--- config.mk ---
export PLATFORM = sky130hd
export DESIGN_NAME = mac_sat_unit
export DESIGN_NICKNAME = d
export VERILOG_FILES = /design/src/rtl/mac_pkg.sv /design/src/rtl/mac_mult.sv /design/src/rtl/mac_sat.sv /design/src/rtl/mac_acc_regs.sv /design/src/rtl/mac_sat_unit.sv
export SDC_FILE = /design/constraint.sdc
export NUM_CORES = 2
export LEC_CHECK = 0
export BUFFER_PORTS_ARGS = -buffer_cell sky130_fd_sc_hd__buf_2
export CAP_MARGIN = 20
export CELL_PAD_IN_SITES_DETAIL_PLACEMENT = 2
export CELL_PAD_IN_SITES_GLOBAL_PLACEMENT = 2
export CORE_MARGIN = 2
export CORE_UTILIZATION = 30
export CTS_CLUSTER_DIAMETER = 60
export DETAILED_ROUTE_END_ITERATION = 16
export MAX_ROUTING_LAYER = met4
export PLACE_DENSITY_LB_ADDON = 0.08
export SLEW_MARGIN = 20
export SYNTH_ARGS = -nofsm -noshare
export SYNTH_HDL_FRONTEND = slang
export SYNTH_SLANG_ARGS = --single-unit
--- constraint.sdc ---
create_clock -name clk_i -period 14.7 [get_ports clk_i]
set_clock_uncertainty 0.1 [all_clocks]
set_input_delay 0.735 -clock clk_i [delete_from_list [all_inputs] [get_ports clk_i]]
set_output_delay 0.735 -clock clk_i [all_outputs]
set_load 0.05 [all_outputs]
--- src/rtl/mac_pkg.sv ---
package mac_pkg;
  parameter int unsigned MAC_DATA_W = 32;
  parameter int unsigned MAC_WORD_W = 16;

  typedef enum logic {
    MAC_LONG = 1'b0,
    MAC_WORD = 1'b1
  } mac_op_e;
endpackage

--- src/rtl/mac_mult.sv ---
module mac_mult
  import mac_pkg::*;
#(
  parameter int unsigned DATA_W = MAC_DATA_W,
  parameter int unsigned WORD_W = MAC_WORD_W,
  localparam int unsigned PROD_W = 2 * DATA_W
) (
  input  mac_op_e                   op_i,
  input  logic [DATA_W-1:0]         a_i,
  input  logic [DATA_W-1:0]         b_i,
  output logic signed [PROD_W-1:0]  prod_o
);
  logic signed [DATA_W-1:0] a_ext, b_ext;

  always_comb begin
    if (op_i == MAC_WORD) begin
      a_ext = {{(DATA_W-WORD_W){a_i[WORD_W-1]}}, a_i[WORD_W-1:0]};
      b_ext = {{(DATA_W-WORD_W){b_i[WORD_W-1]}}, b_i[WORD_W-1:0]};
    end else begin
      a_ext = a_i;
      b_ext = b_i;
    end
    prod_o = PROD_W'(a_ext) * PROD_W'(b_ext);
  end
endmodule

--- src/rtl/mac_sat.sv ---
module mac_sat
  import mac_pkg::*;
#(
  parameter int unsigned DATA_W = MAC_DATA_W,
  localparam int unsigned PROD_W = 2 * DATA_W,
  localparam int unsigned KEEP_W = DATA_W / 2 - 1
) (
  input  mac_op_e            op_i,
  input  logic               sat_i,
  input  logic [PROD_W-1:0]  acc_i,
  input  logic [PROD_W-1:0]  prod_i,
  output logic [PROD_W-1:0]  next_o
);
  localparam logic [DATA_W-1:0] UP_ONES   = {DATA_W{1'b1}} << (KEEP_W + 1);
  localparam logic [DATA_W-1:0] KEEP_MASK = ~({DATA_W{1'b1}} << KEEP_W);
  localparam logic [DATA_W-1:0] LO_MAX    = {1'b0, {(DATA_W-1){1'b1}}};
  localparam logic [DATA_W-1:0] LO_MIN    = {1'b1, {(DATA_W-1){1'b0}}};
  localparam logic [DATA_W-1:0] MARK      = DATA_W'(1);

  logic [PROD_W-1:0] sum;
  logic [DATA_W-1:0] sum_hi, sum_lo;
  logic              neg, fits;

  always_comb begin
    sum    = acc_i + prod_i;
    sum_hi = sum[PROD_W-1:DATA_W];
    sum_lo = sum[DATA_W-1:0];
    neg    = sum[PROD_W-1];
    // sign bits above bit DATA_W-1 all equal -> fits in signed DATA_W
    fits   = (&sum[PROD_W-1:DATA_W-1]) | ~(|sum[PROD_W-1:DATA_W-1]);
    next_o = sum;
    if (sat_i) begin
      if (op_i == MAC_LONG) begin
        next_o = {neg ? (sum_hi | UP_ONES) : (sum_hi & KEEP_MASK), sum_lo};
      end else if (!fits) begin
        next_o = {MARK, neg ? LO_MIN : LO_MAX};
      end
    end
  end
endmodule

--- src/rtl/mac_acc_regs.sv ---
module mac_acc_regs
  import mac_pkg::*;
#(
  parameter int unsigned DATA_W = MAC_DATA_W,
  localparam int unsigned PROD_W = 2 * DATA_W
) (
  input  logic               clk_i,
  input  logic               rst_ni,
  input  logic               clear_i,
  input  logic               wr_hi_i,
  input  logic               wr_lo_i,
  input  logic [DATA_W-1:0]  wr_data_i,
  input  logic               acc_en_i,
  input  logic [PROD_W-1:0]  acc_next_i,
  output logic [DATA_W-1:0]  hi_o,
  output logic [DATA_W-1:0]  lo_o
);
  logic [DATA_W-1:0] hi_q, lo_q;

  always_ff @(posedge clk_i or negedge rst_ni) begin
    if (!rst_ni) begin
      hi_q <= '0;
      lo_q <= '0;
    end else if (clear_i) begin
      hi_q <= '0;
      lo_q <= '0;
    end else if (wr_hi_i || wr_lo_i) begin
      if (wr_hi_i) hi_q <= wr_data_i;
      if (wr_lo_i) lo_q <= wr_data_i;
    end else if (acc_en_i) begin
      hi_q <= acc_next_i[PROD_W-1:DATA_W];
      lo_q <= acc_next_i[DATA_W-1:0];
    end
  end

  assign hi_o = hi_q;
  assign lo_o = lo_q;


  clear_zero_chk: assert property (@(posedge clk_i) disable iff (!rst_ni)
    clear_i |=> (hi_q == '0 && lo_q == '0));

  wr_hi_chk: assert property (@(posedge clk_i) disable iff (!rst_ni)
    (!clear_i && wr_hi_i) |=> hi_q == $past(wr_data_i));

  wr_lo_chk: assert property (@(posedge clk_i) disable iff (!rst_ni)
    (!clear_i && wr_lo_i) |=> lo_q == $past(wr_data_i));

  hold_chk: assert property (@(posedge clk_i) disable iff (!rst_ni)
    (!clear_i && !wr_hi_i && !wr_lo_i && !acc_en_i) |=> ($stable(hi_q) && $stable(lo_q)));
endmodule

--- src/rtl/mac_sat_unit.sv ---
module mac_sat_unit
  import mac_pkg::*;
#(
  parameter int unsigned DATA_W = MAC_DATA_W,
  parameter int unsigned WORD_W = MAC_WORD_W,
  localparam int unsigned PROD_W = 2 * DATA_W,
  localparam int unsigned KEEP_W = DATA_W / 2 - 1
) (
  input  logic              clk_i,
  input  logic              rst_ni,
  input  logic              start_i,
  input  logic              op_word_i,
  input  logic              sat_mode_i,
  input  logic [DATA_W-1:0] opa_i,
  input  logic [DATA_W-1:0] opb_i,
  input  logic              clear_i,
  input  logic              wr_hi_en_i,
  input  logic              wr_lo_en_i,
  input  logic [DATA_W-1:0] wr_data_i,
  output logic [DATA_W-1:0] acc_hi_o,
  output logic [DATA_W-1:0] acc_lo_o,
  output logic              done_o
);
  mac_op_e           op;
  logic              accept;
  logic [PROD_W-1:0] prod, acc_next;
  logic              done_q;

  assign op     = mac_op_e'(op_word_i);
  assign accept = start_i && !clear_i && !wr_hi_en_i && !wr_lo_en_i;

  mac_mult #(.DATA_W(DATA_W), .WORD_W(WORD_W)) mult_i (
    .op_i  (op),
    .a_i   (opa_i),
    .b_i   (opb_i),
    .prod_o(prod)
  );

  mac_sat #(.DATA_W(DATA_W)) sat_i (
    .op_i  (op),
    .sat_i (sat_mode_i),
    .acc_i ({acc_hi_o, acc_lo_o}),
    .prod_i(prod),
    .next_o(acc_next)
  );

  mac_acc_regs #(.DATA_W(DATA_W)) regs_i (
    .clk_i     (clk_i),
    .rst_ni    (rst_ni),
    .clear_i   (clear_i),
    .wr_hi_i   (wr_hi_en_i),
    .wr_lo_i   (wr_lo_en_i),
    .wr_data_i (wr_data_i),
    .acc_en_i  (accept),
    .acc_next_i(acc_next),
    .hi_o      (acc_hi_o),
    .lo_o      (acc_lo_o)
  );

  always_ff @(posedge clk_i or negedge rst_ni) begin
    if (!rst_ni) done_q <= 1'b0;
    else         done_q <= accept;
  end
  assign done_o = done_q;


  done_pulse_chk: assert property (@(posedge clk_i) disable iff (!rst_ni)
    (start_i && !clear_i && !wr_hi_en_i && !wr_lo_en_i) |=> done_o);

  done_drop_chk: assert property (@(posedge clk_i) disable iff (!rst_ni)
    (!start_i || clear_i || wr_hi_en_i || wr_lo_en_i) |=> !done_o);

  long_sat_shape_chk: assert property (@(posedge clk_i) disable iff (!rst_ni)
    (accept && sat_mode_i && !op_word_i) |=>
      (&acc_hi_o[DATA_W-1:KEEP_W+1]) || (acc_hi_o[DATA_W-1:KEEP_W] == '0));

  word_sat_range_chk: assert property (@(posedge clk_i) disable iff (!rst_ni)
    (accept && sat_mode_i && op_word_i) |=>
      (acc_hi_o == DATA_W'(1) &&
       (acc_lo_o == {1'b0, {(DATA_W-1){1'b1}}} || acc_lo_o == {1'b1, {(DATA_W-1){1'b0}}}))
      || (acc_hi_o == {DATA_W{acc_lo_o[DATA_W-1]}}));
endmodule

-- Word level (Yosys, flattened, before mapping)
Cells that the tools add are included.
- add/subtract/negate cells: 1
- multiply operators: 1
- equality and inequality tests: 2
- muxes and demuxes: 15
- bitwise operators: 2
- reductions and logical operators: 12
- operators by type and width (kind ; count):
    $mux 32 ; 12
    $mux 64 ; 3
    $add 64x64->64 ; 1
    $mul 32x32->64 ; 1
    $reduce_and 33->1 ; 1
    $reduce_or 33->1 ; 1
    $ne 3x3->1 const B ; 2
    $reduce_and 2->1 ; 2
    $logic_and 1x1->1 ; 3
    $logic_not 1->1 ; 3
    $reduce_bool 3->1 ; 1
    $logic_or 1x1->1 ; 1
    $not 1->1 ; 1
    $or 1x1->1 ; 1
- register bits after elaboration: 65
- input bits: 104
- output and inout bits: 65

-- Depth between registers and ports, before layout
- word-level depth: 12
- gate-level depth with buffers: 36
- depth with buffers taken out: 31

-- Cells and area by module
A second synthesis with hierarchy kept.
- cells, all modules: 5188
- area, all modules: 45334.7 µm²
- by module, submodules not included (module ; times used ; cells an instance ; area each (µm²)):
    mac_mult ; 1 ; 3974 ; 36437.4
    mac_sat ; 1 ; 954 ; 5911.9
    mac_acc_regs ; 1 ; 258 ; 2945.3
    mac_sat_unit ; 1 ; 2 ; 40.0

-- Worst setup path before layout
OpenSTA, ideal clock, no wires.
- kind: input-to-reg
- start point: in op_word_i
- end point: reg regs_i.lo_q[26] (netlist: regs_i.lo_o[26])
- setup time: 0.150 ns
- data arrival time: 10.799 ns
- required time: 14.450 ns
- slack: 3.651 ns
- cell stages on the path: 36
- path buffers: 5
- cells stage by stage: and2_1 clkbuf_1 clkbuf_1 a21o_1 clkbuf_1 nand2_1 inv_1 fa_1 inv_1 fa_1 inv_1 fa_1 inv_1 fa_1 inv_1 fa_1 fa_1 fa_1 inv_1 fa_1 inv_1 ha_1 buf_2 nand4_1 or2_2 or4_1 o32ai_1 o22ai_1 xor2_1 nor4_1 nand4_1 or4b_4 o311a_1 a21oi_2 buf_2 a211oi_1
- cells in the longest elaborated chain, start to end: 12
- elaborated cells between the ends (all ways): 15
- ends and longest elaborated chain (what ; line ; RTL):
    start, declared ; mac_sat_unit.sv:12 ; input logic op_word_i,
    $mux 32 ; mac_mult.sv:16 ; if (op_i == MAC_WORD) begin
    $mul 32x32->64 ; mac_mult.sv:23 ; prod_o = PROD_W'(a_ext) * PROD_W'(b_ext);
    $add 64x64->64 ; mac_sat.sv:25 ; sum = acc_i + prod_i;
    $reduce_or 33->1 ; mac_sat.sv:30 ; fits = (&sum[PROD_W-1:DATA_W-1]) | ~(|sum[PROD_W-1:DATA_W-1]);
    $not 1->1 ; mac_sat.sv:30 ;
    $or 1x1->1 ; mac_sat.sv:30 ;
    $mux 64 ; mac_sat.sv:35 ; end else if (!fits) begin
    $mux 64 ; mac_sat.sv:33 ; if (op_i == MAC_LONG) begin
    $mux 64 (*) ; mac_sat.sv:32 ; if (sat_i) begin
    $mux 32 (*) ; mac_acc_regs.sv:30 ; end else if (acc_en_i) begin
    $mux 32 (*) ; mac_acc_regs.sv:27 ; end else if (wr_hi_i || wr_lo_i) begin
    $mux 32 (*) ; mac_acc_regs.sv:24 ; end else if (clear_i) begin
    end signal, assigned ; mac_acc_regs.sv:29 ; if (wr_lo_i) lo_q <= wr_data_i;
    end signal, assigned ; mac_acc_regs.sv:32 ; lo_q <= acc_next_i[DATA_W-1:0];
    end, declared ; mac_acc_regs.sv:18 ; logic [DATA_W-1:0] hi_q, lo_q;
Mark *: on every way between the ends. The rest lies on a longest branch, timed or not. The select of a mux whose other input is x is not followed.
A chain may end at the register's enable or synchronous reset.

-- Worst setup path in the final report
- start point: in op_word_i
- end point: reg regs_i.lo_q[13] (netlist: regs_i.lo_o[13])
- cells in the longest elaborated chain, start to end: 12
- elaborated cells between the ends (all ways): 15
- ends and longest elaborated chain (what ; line):
    $mux 32 ; mac_mult.sv:16
    $mul 32x32->64 ; mac_mult.sv:23
    $add 64x64->64 ; mac_sat.sv:25
    $reduce_or 33->1 ; mac_sat.sv:30
    $not 1->1 ; mac_sat.sv:30
    $or 1x1->1 ; mac_sat.sv:30
    $mux 64 ; mac_sat.sv:35
    $mux 64 (*) ; mac_sat.sv:33
    $mux 64 (*) ; mac_sat.sv:32
    $mux 32 (*) ; mac_acc_regs.sv:30
    $mux 32 (*) ; mac_acc_regs.sv:27
    $mux 32 (*) ; mac_acc_regs.sv:24
Marked as above.

==> metrics.md <==
| Metric | Value |
|---|---|
| Status | complete, no violations |
| CP Launch Type | input pin |
| Post-Syn Area | 44400 µm² |
| Asr flop ratio synth | 100% |
| Fin. Hold Viols | 0 |
| CTS Sinks | 65 |
| Worst EP arrival | 12690 ps |
| Number of synthesized flops with an enable pin | 0 |
| Via Count | 33300 |
| Remaining DRCs | 0 |
| CP endpoint kind | register |
| Most common cell in the synthesized netlist | inv_1 |
| Final-report setup violation count | 0 |
| DIE AREA | 151000 µm² |
| Largest net degree at the start of global routing | 66 |
| Hold Crit Class | in2async |
| Largest cells by area after synthesis | fa_1 55%, inv_1 10%, ha_1 6.1%, nand2_1 5.6%, and2_1 5.1% |
| Core Footprint | 147000 µm² |
| Post CTS Setup Buffer Count | 0 |
| CP max FO | 30 |
| Vias in the first global route | 38700 |
| Layout area overhead | 7.14% |
| DRT antenna net count | 0 |
| Mapped Cells | 4868 |
| CTS Root Buffer Type | clkbuf_16 |
| DRT Pass-1 Iters | 5 |
| Hold buffers post-CTS | 0 |
| Antenna violations before repair | 7 |
| Slowest-stage cell, CP | fa_1 |
| Die X | 389 µm |
| CTS buffer count | 9 |
| Global Route Usage Sum | 24.5% |
| Layout cell share with drive strength beyond 1 | 6.17% |
| RSZ-0062 raised after global routing | false |
| Resize count post-CTS | 0 |
| Register Area | 1630 µm² |
| Avg Cell Area, Syn | 9.12 µm² |
| H-tree Lvls | 3 |
| Setup TNS | 0 ps |
| Max Slew Vio Count | 0 |
| CTS tree | done |
| Worst-Margin Slew | 1090 ps |
| Post-DP HPWL | 152000 µm |
| Post-synth top area cell | fa_1 |
| CP dominant cell by count | fa_1 |
| Clock-pin slew on the worst setup and hold paths | 60 ps |
| Min Clock Period, post-route | 12580 ps |
| Worst-Skew Late Latency | 350 ps |
| Clock Tree Buf Depth | 2 |
| Initial Util | 30.1% |
| Max-cap viol count | 0 |
| Seq/Total Area, Yosys | 3.67% |
| Top cells by count, synth | 1230 x inv_1, 1210 x fa_1, 661 x nand2_1, 359 x and2_1, 222 x clkbuf_1 |
| Fillcell total | 16500 |
| Fmax | 79.5 MHz |
| Drt wl/cell | 25.6 µm |
| Multi-input logic area | 37200 µm² |
| Critical path class | in2reg |
| Input/output buffers | 168 |
| Die Ht | 389 µm |
| Top_reg_cell synth | dfrtp_1 |
| Setup WS pre-CTS | 1700 ps |
| FF-to-FF setup slack | 4370 ps |
| Period utilisation layout | 85.6% |
| Slowest cell delay on critical path | 950 ps |
| Initial DRC count | 1531 |
| Post-synth cell types | 79 |
| Yosys warnings | 0 |
| Row count | 141 |
| Post-DR vias/cell | 4.89 |
| Routability cong. | 0.863 |
| CP required | 14810 ps |
| Seq cells post-synth | 65 |
| Grt total ovfl | 0 |
| Final setup margin | 2120 ps |
| Ports | 169 |
| First-pass GRT wire length | 267000 µm |
| Rel. slew slack | 27.2% |
| Syn Nets | 6400 |
| Post-synth top area share | 54.6% |
| WL final | 175000 µm |
| Layout Nets | 6403 |
-- worst max-delay path, delay by kind of cell --
family | cells | cell delay [ps]
AOI/OAI and AO/OA | 5 | 2050
xor gates and xnor gates | 1 | 420
adders and majority gates | 9 | 5410
buffers and inverters | 8 | 1640
and+or+nand+nor | 7 | 2320
-- kinds of logic (layout without fill, tap and decap cells) --
| kind of cell | after synthesis | in the layout | share of synthesized area [%] |
|---|---|---|---|
| DFF | 65 | 65 | 3.67 |
| other | 0 | 4 | 0 |
| adders and majority gates | 1428 | 1428 | 60.7 |
| AOI/OAI and AO/OA | 472 | 472 | 7.23 |
| and+or+nand+nor | 1348 | 1348 | 14.3 |
| muxes | 4 | 4 | 0.0930 |
| buffers and inverters | 1480 | 1487 | 12.6 |
| xor gates and xnor gates | 71 | 71 | 1.40 |
-- final cells by class --
class                      instances  area share [%]
multi-input combinational       3323            78.2
clock buffer                       9           0.474
tap                             1930            5.08
timing repair buffer             240            2.95
antenna                            4          0.0211
sequential                        65            3.42
clock inverter                     6          0.0763
inverter                        1232            9.73
-- per-stage QoR --
step | util, % | std cells | cell area [µm²] | hold WS, ps
floorplan | - | 4868 | 44400 | 339
global route | 32.3 | 6807 | 47500 | 468
CTS | 32.2 | 6804 | 47500 | 451
finish | 32.3 | 6809 | 47500 | 415
detailed placement | 32.1 | 6789 | 47200 | 525
global placement | 32.1 | 6789 | 47200 | 506
-- worst paths after layout --
path                                 start              end  cells past startpoint
max reg2reg                regs_i.lo_o[24]  regs_i.lo_o[13]                     28
min in group clk_i          regs_i.lo_o[9]   regs_i.lo_o[9]                      2
max in group asynchronous           rst_ni  regs_i.hi_o[30]                      1
max                              op_word_i  regs_i.lo_o[13]                     30
min                                 rst_ni  regs_i.lo_o[11]                      1
min reg2reg                 regs_i.lo_o[9]   regs_i.lo_o[9]                      2
-- state kept, by name, indices dropped and copies added (netlist names) --
| signal | count |
|---|---|
| regs_i.lo_o | 32 |
| done_o | 1 |
| regs_i.hi_o | 32 |
-- cell usage in the layout, fill, tap and decap left out, types with 13 or more instances in the layout --
| cell type | n |
|---|---|
| inv_1 | 1227 |
| fa_1 | 1210 |
| nand2_1 | 660 |
| and2_1 | 359 |
| ha_1 | 218 |
| nor2_1 | 190 |
| buf_2 | 167 |
| a21oi_1 | 140 |
| o21ai_0 | 73 |
| buf_4 | 72 |
| dfrtp_1 | 65 |
| a21o_1 | 44 |
| xnor2_1 | 41 |
| a211oi_1 | 35 |
| nand4_1 | 29 |
| xor2_1 | 29 |
| o31ai_1 | 24 |
| nor3_1 | 23 |
| o21a_1 | 17 |
| nand3_1 | 15 |
| o211ai_1 | 14 |
| a22oi_1 | 14 |
| o221a_2 | 13 |
-- layer usage --
metal  global-route usage, %  wire length (µm)  vias to the layer above
met4                    3.44              2650                        0
li1                        -                 -                    14300
met5                       -                 0                        -
met1                    36.3             87500                    18400
met2                    38.0             80300                      467
met3                    1.20              4150                       85
Power is not shown: default switching activity piles up to over one toggle a cycle in this logic, so the estimate is an artifact.
